<file path="config.mk">
export PLATFORM = sky130hd
export DESIGN_NAME = dma_req_sync
export DESIGN_NICKNAME = d
export VERILOG_FILES = /design/src/rtl/dma_req_sync.sv
export SDC_FILE = /design/constraint.sdc
export NUM_CORES = 1
export LEC_CHECK = 0
export ABC_AREA = 0
export CAP_MARGIN = 30
export CORE_UTILIZATION = 41
export DETAILED_ROUTE_END_ITERATION = 8
export GPL_ROUTABILITY_DRIVEN = 0
export PLACE_DENSITY = 0.78
export SLEW_MARGIN = 20
export SYNTH_ARGS = -nofsm -noshare
export SYNTH_HDL_FRONTEND = slang
export SYNTH_SLANG_ARGS = --single-unit
export TNS_END_PERCENT = 50
</file>
<file path="constraint.sdc">
create_clock -name clk -period 2.4 [get_ports clk]
set_clock_uncertainty 0.05 [all_clocks]
set_input_delay 0.36 -clock clk [delete_from_list [all_inputs] [get_ports clk]]
set_output_delay 0.36 -clock clk [all_outputs]
set_load 0.03 [all_outputs]
</file>
<file path="src/rtl/dma_req_sync.sv">
module dma_req_sync #(
  parameter int NCH   = 16,
  parameter int NLINE = 8,
  localparam int LW = $clog2(NLINE),
  localparam int CW = $clog2(NCH)
) (
  input  logic               clk,
  input  logic               rst,
  input  logic [NCH-1:0]     chan_en,
  input  logic [NCH*LW-1:0]  chan_line,
  input  logic [2*NCH-1:0]   chan_gran,
  input  logic [NCH-1:0]     chan_wait,
  input  logic [NLINE-1:0]   drq,
  input  logic               req_vld,
  input  logic [LW-1:0]      req_line,
  input  logic               bnd_vld,
  input  logic [CW-1:0]      bnd_ch,
  input  logic [1:0]         bnd_kind,
  input  logic [NCH-1:0]     drop_ack,
  output logic [NCH-1:0]     chan_active,
  output logic [NCH-1:0]     chan_pending,
  output logic [NCH-1:0]     chan_drop,
  output logic [NCH-1:0]     chan_sync,
  output logic               irq_upd,
  output logic               busy
);

  logic [NCH-1:0] en_q, act_nx, pend_nx, coll;

  for (genvar i = 0; i < NCH; i++) begin : g_ch
    logic [LW-1:0] ln;
    logic [1:0]    gr;
    logic          lvl, synced, kind_ok, hit, rq;
    logic          a, p, c;

    assign ln      = chan_line[i*LW +: LW];
    assign gr      = chan_gran[2*i +: 2];
    assign lvl     = drq[ln];
    assign synced  = (ln != '0);
    assign kind_ok = (gr == 2'b00 && bnd_kind == 2'd0) ||
                     (gr == 2'b10 && bnd_kind == 2'd1) ||
                     (gr == 2'b11 && bnd_kind == 2'd2);
    assign hit     = bnd_vld && (bnd_ch == CW'(i)) && chan_active[i] && synced && kind_ok;
    assign rq      = req_vld && synced && (req_line == ln) && chan_en[i];

    always_comb begin
      a = chan_active[i];
      p = chan_pending[i];
      c = 1'b0;
      if (en_q[i] && !chan_en[i]) begin
        a = 1'b0;
        p = 1'b0;
      end else if (chan_en[i]) begin
        if (!en_q[i]) begin
          a = !synced || lvl;
          p = 1'b0;
        end else if (hit) begin
          if (p && !chan_wait[i]) p = 1'b0;
          else if (!lvl)          a = 1'b0;
        end
        if (rq) begin
          if (!a)      a = 1'b1;
          else if (!p) p = 1'b1;
          else         c = 1'b1;
        end
      end
    end

    assign act_nx[i]    = a;
    assign pend_nx[i]   = p;
    assign coll[i]      = c;
    assign chan_sync[i] = chan_active[i] && synced;
  end

  always_ff @(posedge clk) begin
    if (rst) begin
      en_q         <= '0;
      chan_active  <= '0;
      chan_pending <= '0;
      chan_drop    <= '0;
      irq_upd      <= 1'b0;
    end else begin
      en_q         <= chan_en;
      chan_active  <= act_nx;
      chan_pending <= pend_nx;
      chan_drop    <= (chan_drop & ~drop_ack) | coll;
      irq_upd      <= |coll;
    end
  end

  assign busy = |chan_active;

endmodule

</file>
==> flow_summary.json <==
{
  "detailedPlace.worstSlack_ps": -613,
  "yosys_most_used_dff": "sky130_fd_sc_hd__dfxtp_1",
  "yosys_warnings": 0,
  "powerDensity_nw_per_um2": 390,
  "finalPower_mw": 3.85,
  "syn_area_per_cell_um2": 7.99,
  "violated_checks": "setup timing",
  "worstSetupStartpointType": "primary input",
  "finalCoreUtilization_pct": 73.5,
  "finalMaxSlewViolations": 0,
  "die_w_um": 120,
  "ff_latch_area_um2": 1300,
  "met1Wirelength_um": 9400,
  "stdcell_area_um2": 9880,
  "globalRoute.totalOverflow": 0,
  "async_flop_share_pct": 0,
  "initial_core_util_pct": 42.8,
  "via_count": 7447,
  "post_synth_edffs": 0,
  "period_minus_slack_ps": 2440,
  "floorplan.die_area_um2": 14500,
  "grt_start_max_net_pins": 28,
  "place_hpwl_um": 18900,
  "placed_area_um2": 9360,
  "number_of_global_route_vias_before_repair": 7059,
  "netlist.area_leader.share_pct": 22.6,
  "cellLeakagePower_nw": 3.91,
  "timing.final.crit_share_pct": 102,
  "critPathSlowestCell": "sky130_fd_sc_hd__clkdlybuf4s50_1",
  "synth_top_cell_by_area": "sky130_fd_sc_hd__dfxtp_1",
  "worstSkewPairLatency_ps": 350,
  "post_synth_instance_area_um2": 5750,
  "cp_data_arrival_time_ps": 2600,
  "final.setup.tns_ps": -40.1,
  "timing.critical_path.buf_inv": 2,
  "worst_slew_pin_slew_ps": 508,
  "cts-buffers-inserted": 9,
  "initial_antenna_violation_count": 0,
  "post_drt_wl_per_cell_um": 18.6,
  "postSynthNetCount": 869,
  "drt_iter0_markers": 745,
  "number_of_sinks_handled_by_clock_tree_synthesis": 65,
  "layout.cells.most_common_list": "190 x sky130_fd_sc_hd__buf_4, 178 x sky130_fd_sc_hd__clkdlybuf4s50_1, 65 x sky130_fd_sc_hd__dfxtp_1",
  "multiInputGateArea_um2": 4350,
  "worst_setup_path_end_kind": "register",
  "port-buffer-count": 214,
  "leading_cell_type_in_the_layout_fill_and_taps_excluded": "sky130_fd_sc_hd__buf_4",
  "critPathMaxStageDelay_ps": 500,
  "fillers": 1002,
  "tritoncts": "yes",
  "post_synth_num_cell_types": 61,
  "timing.max_slew.rel_slack_pct": 65.7,
  "seq_area_frac_synth_pct": 22.6,
  "timing.critical_path.fanout_max": 4,
  "clk_transition_reported_paths_ps": 60,
  "max-clock-path-buffers": 2,
  "path_cells": "clkdlybuf4s50_1 -> buf_4 -> mux4_2 -> mux2_2 -> and2_1 -> o211ai_1 -> o31ai_2 -> nor4_2 -> a41oi_2",
  "grt_pass1_wl_um": 36100,
  "status": "finished with violations",
  "insertedDiodeCount": 0,
  "route.met2.wl_um": 11300,
  "worst-setup-path-type": "in -> reg",
  "finalNonFillerCells": 1281,
  "placement_rows": 42,
  "antenna_violating_nets_post_route": 0,
  "finalHoldViolations": 0,
  "final.setup.worst_slack_ps": -40.1,
  "cts_max_level": 3,
  "yosys_register_bits": 65,
  "drive_above_1_share_pct": 27.1,
  "drt_drc_violations_left": 0,
  "finish.net_count": 1251,
  "setup_viol": 1,
  "maxCapViolations": 0,
  "biggest_area_contributors_in_the_synthesized_netlist": "sky130_fd_sc_hd__dfxtp_1 23%, sky130_fd_sc_hd__mux4_2 9.8%, sky130_fd_sc_hd__a21oi_1 5.7%",
  "io_pins": 215,
  "hold_path_class": "in -> reg",
  "vdd.ir_drop.worst_uv": 341,
  "critPathRequiredTime_ps": 2560,
  "wl_met3_um": 2220,
  "top_layer_used": "met4",
  "postCtsHoldBufs": 0,
  "holdWs_ps": 400,
  "grt_setup_unrepaired": "true",
  "syn-instance-count": 720,
  "die_h_um": 120,
  "root_buffer": "sky130_fd_sc_hd__clkbuf_16",
  "fmax_ghz": 0.410,
  "area_delta_synth_final_pct": 71.9,
  "route.detailed.vias_per_inst": 5.81,
  "placed_cells": 1259,
  "critPathTopFamily": "buffers and inverters",
  "gr-usage-all-layers_pct": 32.3,
  "core_region_area_um2": 13500,
  "postRouteWirelength_um": 23900,
  "detail_route.first_pass.iterations": 5
}
==> path summary, 6_finish.rpt <==
| path | startpoint | to | slack, ps | depth (start not counted) |
|---|---|---|---|---|
| worst max register to register | chan_active[9]$_SDFFE_PP0P_ | irq_upd$_SDFF_PP0_ | 170 | 6 |
| worst min register to register | chan_drop[14]$_SDFF_PP0_ | chan_drop[14]$_SDFF_PP0_ | 430 | 2 |
| worst max-delay path | chan_line[8] | irq_upd$_SDFF_PP0_ | -40 | 9 |
| worst min-delay path | rst | chan_drop[4]$_SDFF_PP0_ | 400 | 2 |
==> worst register-to-register path, delay by kind of cell (launching register included) <==
| family | cells | cell delay, ps |
|---|---|---|
| AOI/OAI and AO/OA | 2 | 570 |
| buffers and inverters | 1 | 90 |
| DFF | 1 | 480 |
| and+or+nand+nor | 3 | 910 |
==> Yosys cell counts (9+ instances only) <==
master / n
sky130_fd_sc_hd__a211oi_1: 12
sky130_fd_sc_hd__a21oi_1: 65
sky130_fd_sc_hd__and3_1: 10
sky130_fd_sc_hd__buf_2: 10
sky130_fd_sc_hd__clkbuf_1: 25
sky130_fd_sc_hd__dfxtp_1: 65
sky130_fd_sc_hd__inv_1: 29
sky130_fd_sc_hd__mux2_2: 13
sky130_fd_sc_hd__mux2i_1: 9
sky130_fd_sc_hd__mux4_2: 25
sky130_fd_sc_hd__nand2_1: 45
sky130_fd_sc_hd__nand2b_1: 27
sky130_fd_sc_hd__nand3_1: 21
sky130_fd_sc_hd__nor2_1: 45
sky130_fd_sc_hd__nor2b_1: 37
sky130_fd_sc_hd__nor3_1: 50
sky130_fd_sc_hd__nor3b_1: 12
sky130_fd_sc_hd__o21ai_0: 28
sky130_fd_sc_hd__o31ai_1: 12
sky130_fd_sc_hd__or3_1: 9
sky130_fd_sc_hd__or3b_2: 14
sky130_fd_sc_hd__xnor2_1: 33
sky130_fd_sc_hd__xor2_1: 14
==> state kept, by name, summed over array words and instances (netlist names) <==
name,flops
chan_active,16
chan_drop,16
chan_pending,16
en_q,16
irq_upd,1
==> repair_timing <==
action | 4_1_cts | 5_1_grt
hold endpoints to repair | 0 | 0
cloned | 0 | 0
endpoints found under the setup margin | 17 | 25
pin swaps | 10 | 12
resized for setup | 28 | 47
setup buffers | 3 | 5
==> cell families (layout without fill, tap and decap cells) <==
| logic type | Yosys count | count (layout) | synth area share (%) |
|---|---|---|---|
| AND/OR/NAND/NOR | 300 | 300 | 28.7 |
| AO/OA/AOI/OAI | 195 | 195 | 23.1 |
| buffers and inverters | 66 | 451 | 4.59 |
| flip-flops | 65 | 65 | 22.6 |
| XOR/XNOR | 47 | 47 | 7.16 |
| multiplexers | 47 | 47 | 13.9 |
==> area by class of cell <==
type	count	area share [%]
timing repair buffer	408	36.9
multi-input combinational	589	44.0
inverter	29	1.10
clock buffer	14	2.67
sequential	65	13.2
tap	176	2.23
==> routing by layer <==
metal  vias up  track usage [%]
li1       3483                -
met1      3473             40.2
met3        66             5.71
met5         -                0
met2       425             53.4
met4         0             17.1
==> report_power, final <==
part           switching (mW)  leakage [nW]  internal, mW
clock network           0.485         0.129         0.745
logic                   0.665          3.25         0.773
registers              0.0654         0.532          1.12
total                    1.21          3.91          2.64
Power figures use the tool's default switching activity.
